$ cat src/rtl/spi_sm_pkg.sv
package spi_sm_pkg;
  // field positions inside the packed configuration word
  localparam int FLAG_LSB  = 0;
  localparam int FLAG_CPOL = 1;
  localparam int FLAG_CPHA = 2;
  localparam int LEN_LO    = 8;
  localparam int DIV_LO    = 16;
  localparam int CS_LO     = 24;

  typedef enum logic {
    ADDR_CFG  = 1'b0,
    ADDR_DATA = 1'b1
  } spi_addr_e;
endpackage

$ cat src/rtl/spi_sm_cfg.sv
module spi_sm_cfg
  import spi_sm_pkg::*;
#(
  parameter int WORD_W = 32,
  parameter int CS_W   = 8,
  parameter int DIVF_W = 8,
  parameter int LEN_W  = 5
) (
  input  logic              clk,
  input  logic              rst_n,
  input  logic              wr_en,
  input  logic              wr_addr,
  input  logic [WORD_W-1:0] wr_data,
  input  logic              busy,
  output logic              start,
  output logic              busy_err,
  output logic              lsb_first,
  output logic              cpol,
  output logic              cpha,
  output logic [LEN_W:0]    len,
  output logic [DIVF_W:0]   div,
  output logic [CS_W-1:0]   cs,
  output logic [WORD_W-1:0] data
);
  localparam logic [LEN_W:0]  LEN_ONE = 1;
  localparam logic [DIVF_W:0] DIV_TWO = 2;

  logic [2:0]        flags_q;
  logic [LEN_W-1:0]  lenm1_q;
  logic [DIVF_W-1:0] divm2_q;
  logic [CS_W-1:0]   cs_q;
  logic [WORD_W-1:0] data_q;
  logic              err_q;
  logic              acc_cfg, acc_data;
  logic              unused_wr_bits;

  assign acc_cfg  = wr_en && !busy && (wr_addr == ADDR_CFG);
  assign acc_data = wr_en && !busy && (wr_addr == ADDR_DATA);
  assign start    = acc_data;
  assign unused_wr_bits = ^wr_data;

  always_ff @(posedge clk) begin
    if (!rst_n) begin
      flags_q <= '0;
      lenm1_q <= '0;
      divm2_q <= '0;
      cs_q    <= '0;
      data_q  <= '0;
      err_q   <= 1'b0;
    end else begin
      if (wr_en && busy) err_q <= 1'b1;
      if (acc_cfg) begin
        flags_q <= {wr_data[FLAG_CPHA], wr_data[FLAG_CPOL], wr_data[FLAG_LSB]};
        lenm1_q <= wr_data[LEN_LO +: LEN_W];
        divm2_q <= wr_data[DIV_LO +: DIVF_W];
        cs_q    <= wr_data[CS_LO +: CS_W];
      end
      if (acc_data) data_q <= wr_data;
    end
  end

  assign lsb_first = flags_q[0];
  assign cpol      = flags_q[1];
  assign cpha      = flags_q[2];
  assign len       = {1'b0, lenm1_q} + LEN_ONE;
  assign div       = {1'b0, divm2_q} + DIV_TWO;
  assign cs        = cs_q;
  assign data      = data_q;
  assign busy_err  = err_q;
endmodule

$ cat src/rtl/spi_sm_clkgen.sv
module spi_sm_clkgen #(
  parameter int DIVF_W = 8,
  parameter int LEN_W  = 5
) (
  input  logic            clk,
  input  logic            rst_n,
  input  logic            start,
  input  logic [DIVF_W:0] div,
  input  logic [LEN_W:0]  len,
  input  logic            cpha,
  output logic            busy,
  output logic            lead,
  output logic            in_hold,
  output logic            sample,
  output logic            done,
  output logic [LEN_W:0]  per
);
  localparam logic [DIVF_W:0] DIV_ONE = 1;
  localparam logic [LEN_W:0]  PER_ONE = 1;

  logic [DIVF_W:0]   cyc_q;
  logic [LEN_W:0]    per_q;
  logic              busy_q;
  logic [DIVF_W+1:0] div_p1;
  logic [DIVF_W:0]   setup_len;
  logic              last_cyc, bit_active;

  // setup half rounds up, so an odd divisor lengthens setup
  assign div_p1     = {1'b0, div} + {{(DIVF_W+1){1'b0}}, 1'b1};
  assign setup_len  = div_p1[DIVF_W+1:1];
  assign last_cyc   = (cyc_q == div - DIV_ONE);
  assign in_hold    = (cyc_q >= setup_len);
  assign bit_active = (per_q < len);

  always_ff @(posedge clk) begin
    if (!rst_n) begin
      busy_q <= 1'b0;
      cyc_q  <= '0;
      per_q  <= '0;
    end else if (start) begin
      busy_q <= 1'b1;
      cyc_q  <= '0;
      per_q  <= '0;
    end else if (busy_q) begin
      if (last_cyc) begin
        cyc_q <= '0;
        if (per_q == len) busy_q <= 1'b0;
        else              per_q  <= per_q + PER_ONE;
      end else begin
        cyc_q <= cyc_q + DIV_ONE;
      end
    end
  end

  assign busy   = busy_q;
  assign per    = per_q;
  assign lead   = busy_q && bit_active && in_hold;
  assign done   = busy_q && last_cyc && (per_q == len);
  assign sample = busy_q && bit_active &&
                  (cpha ? last_cyc : (cyc_q == setup_len - DIV_ONE));
endmodule

$ cat src/rtl/spi_sm_shift.sv
module spi_sm_shift #(
  parameter int WORD_W = 32,
  parameter int LEN_W  = 5
) (
  input  logic              clk,
  input  logic              rst_n,
  input  logic              start,
  input  logic              busy,
  input  logic              sample,
  input  logic              done,
  input  logic              lsb_first,
  input  logic              cpha,
  input  logic              in_hold,
  input  logic [LEN_W:0]    per,
  input  logic [LEN_W:0]    len,
  input  logic [WORD_W-1:0] data,
  input  logic              miso,
  output logic              mosi,
  output logic              rx_valid,
  output logic [WORD_W-1:0] rx_data
);
  localparam logic [LEN_W:0] PER_ONE = 1;

  logic [LEN_W:0]    k, pos;
  logic [WORD_W-1:0] acc_q, rx_q;
  logic              vld_q;
  logic              unused_pos_msb;

  always_comb begin
    if (per >= len)                k = len - PER_ONE;
    else if (cpha && !in_hold)     k = (per == '0) ? '0 : per - PER_ONE;
    else                           k = per;
    pos = lsb_first ? k : (len - PER_ONE - k);
  end

  assign unused_pos_msb = pos[LEN_W];
  assign mosi = busy && data[pos[LEN_W-1:0]];

  for (genvar b = 0; b < WORD_W; b++) begin : g_rx
    localparam logic [LEN_W:0] BIDX = b;
    logic nxt;
    if (b == 0) begin : g_lo
      assign nxt = lsb_first ? ((per == BIDX) ? miso : acc_q[b]) : miso;
    end else begin : g_hi
      assign nxt = lsb_first ? ((per == BIDX) ? miso : acc_q[b]) : acc_q[b-1];
    end
    always_ff @(posedge clk) begin
      if (!rst_n || start) acc_q[b] <= 1'b0;
      else if (sample)     acc_q[b] <= nxt;
    end
  end

  always_ff @(posedge clk) begin
    if (!rst_n) begin
      rx_q  <= '0;
      vld_q <= 1'b0;
    end else begin
      vld_q <= done;
      if (done) rx_q <= acc_q;
    end
  end

  assign rx_valid = vld_q;
  assign rx_data  = rx_q;
endmodule

$ cat src/rtl/spi_shift_master.sv
module spi_shift_master #(
  parameter int WORD_W = 32,
  parameter int CS_W   = 8,
  parameter int DIVF_W = 8
) (
  input  logic              clk,
  input  logic              rst_n,
  input  logic              wr_en,
  input  logic              wr_addr,
  input  logic [WORD_W-1:0] wr_data,
  input  logic              miso,
  output logic              busy,
  output logic              busy_err,
  output logic              sclk,
  output logic              mosi,
  output logic [CS_W-1:0]   cs_pat,
  output logic              rx_valid,
  output logic [WORD_W-1:0] rx_data
);
  localparam int LEN_W = $clog2(WORD_W);

  logic              start, cfg_lsb, cfg_cpol, cfg_cpha;
  logic [LEN_W:0]    cfg_len, per;
  logic [DIVF_W:0]   cfg_div;
  logic [CS_W-1:0]   cfg_cs;
  logic [WORD_W-1:0] data;
  logic              lead, in_hold, sample, done;

  spi_sm_cfg #(.WORD_W(WORD_W), .CS_W(CS_W), .DIVF_W(DIVF_W), .LEN_W(LEN_W)) u_cfg (
    .clk(clk), .rst_n(rst_n), .wr_en(wr_en), .wr_addr(wr_addr), .wr_data(wr_data),
    .busy(busy), .start(start), .busy_err(busy_err), .lsb_first(cfg_lsb),
    .cpol(cfg_cpol), .cpha(cfg_cpha), .len(cfg_len), .div(cfg_div),
    .cs(cfg_cs), .data(data)
  );

  spi_sm_clkgen #(.DIVF_W(DIVF_W), .LEN_W(LEN_W)) u_clk (
    .clk(clk), .rst_n(rst_n), .start(start), .div(cfg_div), .len(cfg_len),
    .cpha(cfg_cpha), .busy(busy), .lead(lead), .in_hold(in_hold),
    .sample(sample), .done(done), .per(per)
  );

  spi_sm_shift #(.WORD_W(WORD_W), .LEN_W(LEN_W)) u_shift (
    .clk(clk), .rst_n(rst_n), .start(start), .busy(busy), .sample(sample),
    .done(done), .lsb_first(cfg_lsb), .cpha(cfg_cpha), .in_hold(in_hold),
    .per(per), .len(cfg_len), .data(data), .miso(miso), .mosi(mosi),
    .rx_valid(rx_valid), .rx_data(rx_data)
  );

  assign sclk   = cfg_cpol ^ lead;
  assign cs_pat = busy ? cfg_cs : '0;
endmodule

$ cat config.mk
export PLATFORM = sky130hd
export DESIGN_NAME = spi_shift_master
export DESIGN_NICKNAME = d
export VERILOG_FILES = /design/src/rtl/spi_sm_pkg.sv /design/src/rtl/spi_sm_cfg.sv /design/src/rtl/spi_sm_clkgen.sv /design/src/rtl/spi_sm_shift.sv /design/src/rtl/spi_shift_master.sv
export SDC_FILE = /design/constraint.sdc
export NUM_CORES = 1
export LEC_CHECK = 0
export ABC_AREA = 1
export BUFFER_PORTS_ARGS = -buffer_cell sky130_fd_sc_hd__buf_2
export CORE_MARGIN = 5
export CORE_UTILIZATION = 45
export CTS_BUF_LIST = sky130_fd_sc_hd__clkbuf_8
export CTS_CLUSTER_DIAMETER = 150
export CTS_CLUSTER_SIZE = 40
export DETAILED_ROUTE_END_ITERATION = 10
export PLACE_DENSITY_LB_ADDON = 0.08
export SYNTH_ARGS = -nofsm -noshare
export SYNTH_HDL_FRONTEND = slang
export SYNTH_SLANG_ARGS = --single-unit
$ cat constraint.sdc
create_clock -name clk -period 6.6 [get_ports clk]
set_clock_uncertainty 0.15 [all_clocks]
set_input_delay 1.32 -clock clk [delete_from_list [all_inputs] [get_ports clk]]
set_output_delay 1.32 -clock clk [all_outputs]
set_load 0.02 [all_outputs]
# --- Word level (Yosys, flattened, before mapping) ---
# Cells that the tools add are included.
word_totals:
  register_bits: 138
op_classes:
  add_sub_neg: 10
  magnitude_cmp: 4
  n_eq_ne: 66
  mux: 77
  bitwise_logic: 4
  reduce_logical: 50
ops:
  columns: ["op", "n"]
  rows:
  - ["$eq A6 B5 Y1 const B", 16]
  - ["$mux W1", 70]
  - ["$ne A2 B1 Y1 const B", 32]
  - ["$reduce_and A2 Y1", 32]
  - ["$eq A6 B4 Y1 const B", 8]
  - ["$eq A6 B3 Y1 const B", 4]
  - ["$mux W5", 4]
  - ["$eq A9 B9 Y1", 2]
  - ["$sub A9 B1 Y9 const B", 2]
  - ["$eq A6 B2 Y1 const B", 2]
  - ["$logic_and A1 B1 Y1", 11]
  - ["$add A9 B1 Y10 const B", 1]
  - ["$sub A5 B1 Y5 const B", 2]
  - ["$add A8 B2 Y9 const B", 1]
  - ["$add A9 B1 Y9 const B", 1]
  - ["$ge A9 B9 Y1", 1]
  - ["$mux W9", 1]
  - ["$mux W8", 1]
  - ["$add A5 B1 Y6 const B", 1]
  - ["$add A6 B1 Y6 const B", 1]
  - ["$eq A6 B1 Y1 const B", 1]
  - ["$eq A6 B6 Y1", 1]
  - ["$ge A6 B6 Y1", 1]
  - ["$logic_not A6 Y1", 1]
  - ["other kinds (10)", 14]

# --- Longest topological paths before layout ---
# Gate-level depths: netlist of the first run.
depth:
  depth_word: 12
  depth_mapped: 36
  depth_no_buf: 36

# --- Cells and area by module ---
# From an unflattened synthesis of the first run, not the netlist that was laid out.
unflattened:
  cells_unflattened: 1280
  area_unflattened_um2: 8350.5
modules_own_cells:
  columns: ["mod", "instances", "cells_each", "area_each_um2", "seq_area_each_um2"]
  rows:
  - ["spi_sm_shift", 1, 561, 3844.9, 1301.2]
  - ["spi_sm_cfg", 1, 392, 2508.7, 1141.1]
  - ["spi_sm_clkgen", 1, 305, 1913.1, 320.3]
  - ["spi_shift_master", 1, 22, 83.8, 0.0]

# --- Least setup slack after synthesis of the first run ---
# Ideal clock, no wire load.
synth_timing:
  path_type: "register to output"
  startpoint: "register u_cfg.divm2_q[1]"
  endpoint: "output mosi"
  t_arrival_ps: 4404
  required_ps: 5130
  setup_slack_ps: 726
  path_stages_with_launch: 35
  path_cell_list: "dfxtp_1 inv_1 ha_1 nor2_1 nand3_2 nand2_1 inv_1 nor2_1 inv_1 ha_1 nand4_1 o211ai_1 nand2_1 nand2_1 nand2_1 nand2_1 nand2_2 nand4_1 nand3_2 nand2_1 inv_1 ha_1 fa_1 inv_1 nand2_1 inv_1 o21ai_0 nor2b_1 or2_2 nand3_1 xor2_1 inv_1 nand2_1 nand2_1 nor2_1"
synth_between:
  elab_chain_cells: 12
synth_lines:
  columns: ["element", "line_no", "text"]
  rows:
  - ["from (decl)", "spi_sm_cfg.sv:30", "logic [DIVF_W-1:0] divm2_q;"]
  - ["from (signal assigned)", "spi_sm_cfg.sv:55", "divm2_q <= wr_data[DIV_LO +: DIVF_W];"]
  - ["$add A8 B2 Y9 *", "spi_sm_cfg.sv:66", "assign div = {1'b0, divm2_q} + DIV_TWO;"]
  - ["$add A9 B1 Y10 *", "spi_sm_clkgen.sv:29", "assign div_p1 = {1'b0, div} + {{(DIVF_W+1){1'b0}}, 1'b1};"]
  - ["$ge A9 B9 Y1 *", "spi_sm_clkgen.sv:32", "assign in_hold = (cyc_q >= setup_len);"]
  - ["$logic_not A1 Y1 *", "spi_sm_shift.sv:31", "else if (cpha && !in_hold) k = (per == '0) ? '0 : per - PER_ONE;"]
  - ["$logic_and A1 B1 Y1 *", "spi_sm_shift.sv:31", null]
  - ["$mux W5 *", "spi_sm_shift.sv:31", null]
  - ["$mux W5 *", "spi_sm_shift.sv:30", "if (per >= len) k = len - PER_ONE;"]
  - ["$sub A5 B5 Y5", "spi_sm_shift.sv:33", "pos = lsb_first ? k : (len - PER_ONE - k);"]
  - ["$mux W5 *", "spi_sm_shift.sv:33", null]
  - ["$bmux W1 S5 *", "spi_sm_shift.sv:37", "assign mosi = busy && data[pos[LEN_W-1:0]];"]
  - ["$mux W1 (not written as such) *", "spi_sm_shift.sv:37", null]
  - ["$logic_and A1 B1 Y1 *", "spi_sm_shift.sv:37", null]
  - ["to (decl)", "spi_shift_master.sv:15", "output logic mosi,"]
# Mark *: on every way between the ends. The rest lies on a longest branch, timed or not. The select of a mux whose other input is x is not followed.

# --- Final worst setup path of the first run ---
# Ends and elaborated chain as after synthesis.

==> results of run 1 <==
[area by class of cell]
type	instances	area, um2
Timing Repair Buffer	94	513.0
Clock buffer	17	234.0
Fill cell	1714	8133
Inverter	164	623.1
Sequential cell	138	2770
Clock inverter	15	214.0
Multi-Input combinational cell	738	4468
Tap cell	225	281.5
[stage by stage]
step	setup TNS, ns	hold slack (ns)
2_1_floorplan	0	0.2737
3_5_place_dp	0	0.2868
4_1_cts	0	0.3023
3_3_place_gp	0	0.2854
6_report	0	0.2984
5_1_grt	-0.03053	0.3160
[report_power, final]
part | switching, mW | internal [mW] | leakage, nW
clock | 0.367 | 0.419 | 0.212
sequential | 0.0223 | 0.865 | 1.12
combinational | 0.280 | 0.162 | 2.53
[worst max-delay path, delay by kind of cell, from the launching register on]
kind	cells	cell delay, ns
AO/OA/AOI/OAI	2	0.25
XOR/XNOR	1	0.14
adder cells (fa/ha/maj)	4	0.93
buffers and inverters	9	0.67
flip-flops	1	0.36
AND/OR/NAND/NOR	20	1.99
[flip-flops by register name, summed over array words and instances, names as in the netlist, 3 cells and up]
register	cells
u_cfg.flags_q	3
u_cfg.data	32
u_clk.per	6
u_clk.cyc_q	9
u_shift.acc_q	32
u_cfg.divm2_q	8
u_shift.rx_data	32
u_cfg.cs	8
u_cfg.lenm1_q	5
[synthesized netlist by cell type (2+ instances only)]
library cell / instances
nor2_2: 2
xor2_1: 28
nand3_1: 71
o21ai_1: 6
clkbuf_1: 43
or2_2: 5
nand2_1: 151
clkinv_1: 2
ha_1: 30
nor2_8: 2
inv_1: 155
nor3_2: 2
buf_6: 4
o21ai_0: 135
inv_2: 6
nand3_2: 5
nor3_1: 7
nand4_1: 15
dfxtp_1: 138
a21oi_1: 74
xnor2_1: 11
nor2_1: 93
nand2_2: 9
a211oi_1: 56
buf_2: 8
nand3b_1: 2
nand3_4: 2
a211oi_2: 10
[layer usage]
| metal | track usage [%] | vias up | routed length [um] |
|---|---|---|---|
| met5 | 0 | - | 0 |
| met4 | 6.465 | 0 | 405 |
| met3 | 4.503 | 27 | 812 |
| met2 | 31.35 | 111 | 8856 |
| met1 | 25.46 | 3172 | 9014 |
| li1 | - | 3743 | - |
[kinds of logic after synthesis]
logic type / Yosys count / share of synthesized area (%)
AOI/OAI and AO/OA: 292 / 22.11
xor gates and xnor gates: 39 / 4.339
adders and majority gates: 31 / 5.022
buffers and inverters: 220 / 11.08
DFF: 138 / 35.09
other: 1 / 0.04763
and+or+nand+nor: 375 / 22.31
[worst paths after layout]
path                                 startpoint                                to  slack [ns]  cells after the start
setup / recovery  u_cfg.divm2_q[1]$_SDFFE_PN0P_                              mosi        0.32                     36
hold / removal      u_cfg.data[18]$_SDFFE_PN0P_       u_cfg.data[18]$_SDFFE_PN0P_        0.30                      2
setup reg to reg  u_cfg.divm2_q[2]$_SDFFE_PN0P_  u_shift.rx_data[24]$_SDFFE_PN0P_        3.21                     15
hold reg to reg     u_cfg.data[18]$_SDFFE_PN0P_       u_cfg.data[18]$_SDFFE_PN0P_        0.30                      2
[repair_timing]
| action | in CTS | in global routing |
|---|---|---|
| pin swaps | 0 | 15 |
| gates resized for setup | 3 | 59 |
| setup buffers | 0 | 5 |
| setup endpoints to repair | 1 | 1 |
==> impl_metrics.toml, run 1 <==
[setup_path]
arrival_ns = 4.81
worstSetupPathType = "flip-flop to output port"
cp_data_required_time_ns = 5.13
cpMostUsedCell = "nand2_1"
critPathMaxFanout = 6
slowest_stage = "dfxtp_2"
cp-end-kind = "output port"
max_stage_delay_ns = 0.36
critPathLaunchType = "flip-flop"

[clocking]
cts_made_buffers = 17
cts_tree = "built"
ctsLongestPathBuffers = 2
h-tree-depth = 4
ctsHoldBuffers = 0
cts_root_buf = "clkbuf_8"
path_clk_slew_ns = 0.08
clock_sinks = 138
clock_latency_ns = 0.46

[run_status]
status = "finished clean"

[cells_and_area]
nets = 1221
final_area_mm2 = 0.009104
utilization_pct = 52.82
layout-drive-gt1-share_pct = 18.61
stdcell_count = 1391
mostFrequentLayoutCell = "inv_1"
antennaDiodeCount = 0
layout_common_cells = "148 x inv_1, 144 x nand2_1, 134 x dfxtp_1"
area_delta_synth_final_pct = 15.64

[yosys]
synthTopCellsByArea = "dfxtp_1 35%, o21ai_0 8.6%, inv_1 7.4%"
yosys_warnings = 0
synthArstFlopShare_pct = 0
netlist_area_mm2 = 0.007873
ys_ff_latch = 138
yosysTopAreaCell = "dfxtp_1"
synthCells = 1096
yosysUniqueCellTypes = 52
synth-seq-area-share_pct = 35.09
syn_area_per_cell_um2 = 7.183
synthFlopType = "dfxtp_1"
syn-num-nets = 1164
synth_top_area_share_pct = 35.09
synth_edf_count = 0

[routing]
via_per_inst = 5.070
drt_wl_total_mm = 19.09
drc = 0
ant_nets = 0
drtIter0Drc = 362
num_vias = 7053
post_drt_wl_per_cell_um = 13.72
firstDrtPassIters = 4

[global_routing]
antenna_found_initial = 0
grtUsageTotal_pct = 19.35
grt_pass1_wl_mm = 32.20
grt-ovfl-total = 0
grt_max_degree = 68
grt_pass1_vias = 6656

[timing]
tightest_slew_ns = 0.8223
period_needed_ns = 6.279
finalMaxSlewViolations = 0
hold_viol_final = 0
final.period_utilization_pct = 95.13
fin_ws_ns = 0.3215
setup_viol = 0
relSlewSlack_pct = 45.04
max_freq_mhz = 159.3

[placement]
dpl.hpwl_mm = 13.60
placed_area_mm2 = 0.008372
gp_congestion = 0.8757
dp.cells = 1354
dp_slack_ns = 0.4986
io_buffers = 81

[floorplan]
die-width_um = 142.3
row_count = 48
core_area_mm2 = 0.01724
ios = 82
start_util_pct = 45.67
die_h_um = 142.3
dieArea_mm2 = 0.02024

[power_and_ir_drop]
leakagePower_nw = 3.869
ir_drop_mv = 0.1471
total_power_mw = 2.116
power_density_mw_per_mm2 = 232.4

[hold_path]
hold_path_class = "flip-flop to flip-flop"

[job]
cap_violations = 0
Power figures use the tool's default switching activity.
==> run 2: changes to the inputs <==
--- a/config.mk
+++ b/config.mk
@@ -9,11 +9,11 @@
 export BUFFER_PORTS_ARGS = -buffer_cell sky130_fd_sc_hd__buf_2
 export CORE_MARGIN = 5
 export CORE_UTILIZATION = 45
-export CTS_BUF_LIST = sky130_fd_sc_hd__clkbuf_8
 export CTS_CLUSTER_DIAMETER = 150
 export CTS_CLUSTER_SIZE = 40
 export DETAILED_ROUTE_END_ITERATION = 10
 export PLACE_DENSITY_LB_ADDON = 0.08
+export RECOVER_POWER = 25
 export SYNTH_ARGS = -nofsm -noshare
 export SYNTH_HDL_FRONTEND = slang
 export SYNTH_SLANG_ARGS = --single-unit
==> impl_metrics.toml, run 2 (synthesis gave the netlist of run 1 again) <==
[cells_and_area]
mostFrequentLayoutCell = "inv_1"
stdcell_count = 1390
area_delta_synth_final_pct = 17.04
antennaDiodeCount = 0
utilization_pct = 53.46
layout-drive-gt1-share_pct = 16.91
nets = 1220
layout_common_cells = "151 x inv_1, 145 x nand2_1, 134 x dfxtp_1"

[routing]
drtIter0Drc = 390
drc = 0
drt_wl_total_mm = 18.95
via_per_inst = 5.078
num_vias = 7059
firstDrtPassIters = 5
post_drt_wl_per_cell_um = 13.64
ant_nets = 0

[placement]
dp_slack_ns = 0.4986
dpl.hpwl_mm = 13.60
gp_congestion = 0.8757
io_buffers = 81
dp.cells = 1354

[clocking]
ctsLongestPathBuffers = 2
ctsHoldBuffers = 0
path_clk_slew_ns = 0.06
cts_made_buffers = 17
h-tree-depth = 4
clock_latency_ns = 0.43
cts_tree = "built"
clock_sinks = 138
cts_root_buf = "clkbuf_16"

[power_and_ir_drop]
power_density_mw_per_mm2 = 256.3
power_switching_mw = 0.6952
ir_drop_mv = 0.1738
cell_internal_pwr_mw = 1.667
leakagePower_nw = 3.881
total_power_mw = 2.362
switching_share_pct = 29.44
sequentialPowerShare_pct = 37.6
clkPwrFrac_pct = 43.9
pwr-share-comb_pct = 18.5

[setup_path]
critPathMaxFanout = 6
arrival_ns = 4.79
cpMostUsedCell = "nand2_1"
cp_data_required_time_ns = 5.13
critPathLaunchType = "flip-flop"
slowest_stage = "dfxtp_2"
cp-end-kind = "output port"
max_stage_delay_ns = 0.36
worstSetupPathType = "flip-flop to output port"

[job]
cap_violations = 2

[floorplan]
ios = 82
dieArea_mm2 = 0.02024
core_area_mm2 = 0.01724
die-width_um = 142.3
start_util_pct = 45.67
row_count = 48
die_h_um = 142.3

[global_routing]
grt_max_degree = 68
grt_pass1_wl_mm = 32.40
grt-ovfl-total = 0
antenna_found_initial = 0
grt_pass1_vias = 6703
grtUsageTotal_pct = 19.46

[timing]
tightest_slew_ns = 2.441
fin_ws_ns = 0.3394
finalMaxSlewViolations = 117
final.period_utilization_pct = 94.86
period_needed_ns = 6.261
relSlewSlack_pct = -62.72
hold_viol_final = 0
setup_tns_ns = 0
setup_viol = 0
max_freq_mhz = 159.7

[run_status]
violations = "max-capacitance violations, max-slew violations"
status = "complete, but fails checks"

[hold_path]
hold_path_class = "flip-flop to flip-flop"
run 2: changes by cell type in the layout (fill, tap and decap cells not counted), moves of 3 or more:
cell	delta
clkbuf_8	-17
nand2_2	+3
clkbuf_16	+17
inv_1	+3
inv_2	-3
buf_4	-3
buf_2	-11
nand2_4	-4
clkbuf_1	+13
run 2: area by class of cell:
type | count | area (um2)
Clock inverter | 15 | 214.0
Inverter | 164 | 623.1
Fill cell | 1690 | 8023
Clock buffer | 17 | 425.4
Sequential cell | 138 | 2770
Multi-Input combinational cell | 738 | 4415
Timing Repair Buffer | 93 | 484.2
Tap cell | 225 | 281.5
run 2: metrics by stage:
stage                     area [um2]  hold slack [ns]
after global routing            9214           0.3128
after detailed placement        8372           0.2868
after global placement          8372           0.2854
after floorplan                 7873           0.2737
final                           9214           0.2965
after CTS                       9011           0.2994
run 2: repair_timing:
item	4_1_cts	5_1_grt
buffers inserted	0	4
setup endpoints to repair	0	1
hold endpoints to repair	0	0
gates resized for setup	0	50
run 2: worst paths after layout:
kind                                      start                           to  cells after the start  slack (ns)
setup reg to reg          u_clk.busy$_SDFF_PN0_  u_clk.cyc_q[7]$_SDFFE_PP0P_                      8        2.58
setup / recovery  u_cfg.divm2_q[1]$_SDFFE_PN0P_                         mosi                     34        0.34
hold reg to reg     u_cfg.data[18]$_SDFFE_PN0P_  u_cfg.data[18]$_SDFFE_PN0P_                      2        0.30
hold / removal      u_cfg.data[18]$_SDFFE_PN0P_  u_cfg.data[18]$_SDFFE_PN0P_                      2        0.30
run 2: power by group through the flow:
stage | sequential (mW) | clock [mW] | combinational [mW]
detailed placement | 0.906 | 0 | 0.417
global route | 0.893 | 1.09 | 0.500
floorplan | 0.901 | 0 | 0.327
global placement | 0.906 | 0 | 0.414
finish | 0.889 | 1.04 | 0.437
CTS | 0.887 | 1.06 | 0.419
run 2: worst max-delay path, delay by kind of cell (launching register included):
kind / cells / cell delay, ns
simple gates: 19 / 1.91
compound gates: 3 / 0.46
buf+inv: 7 / 0.54
fa+ha+maj: 4 / 0.96
xor+xnor: 1 / 0.15
flops: 1 / 0.36
run 2: layer usage:
layer | wire length [um] | track usage, % | share of wire, %
met1 | 8771 | 25.37 | 46
met2 | 9103 | 32.35 | 48
met3 | 769 | 3.999 | 4.1
met4 | 310 | 6.212 | 1.6
met5 | 0 | 0 | 0
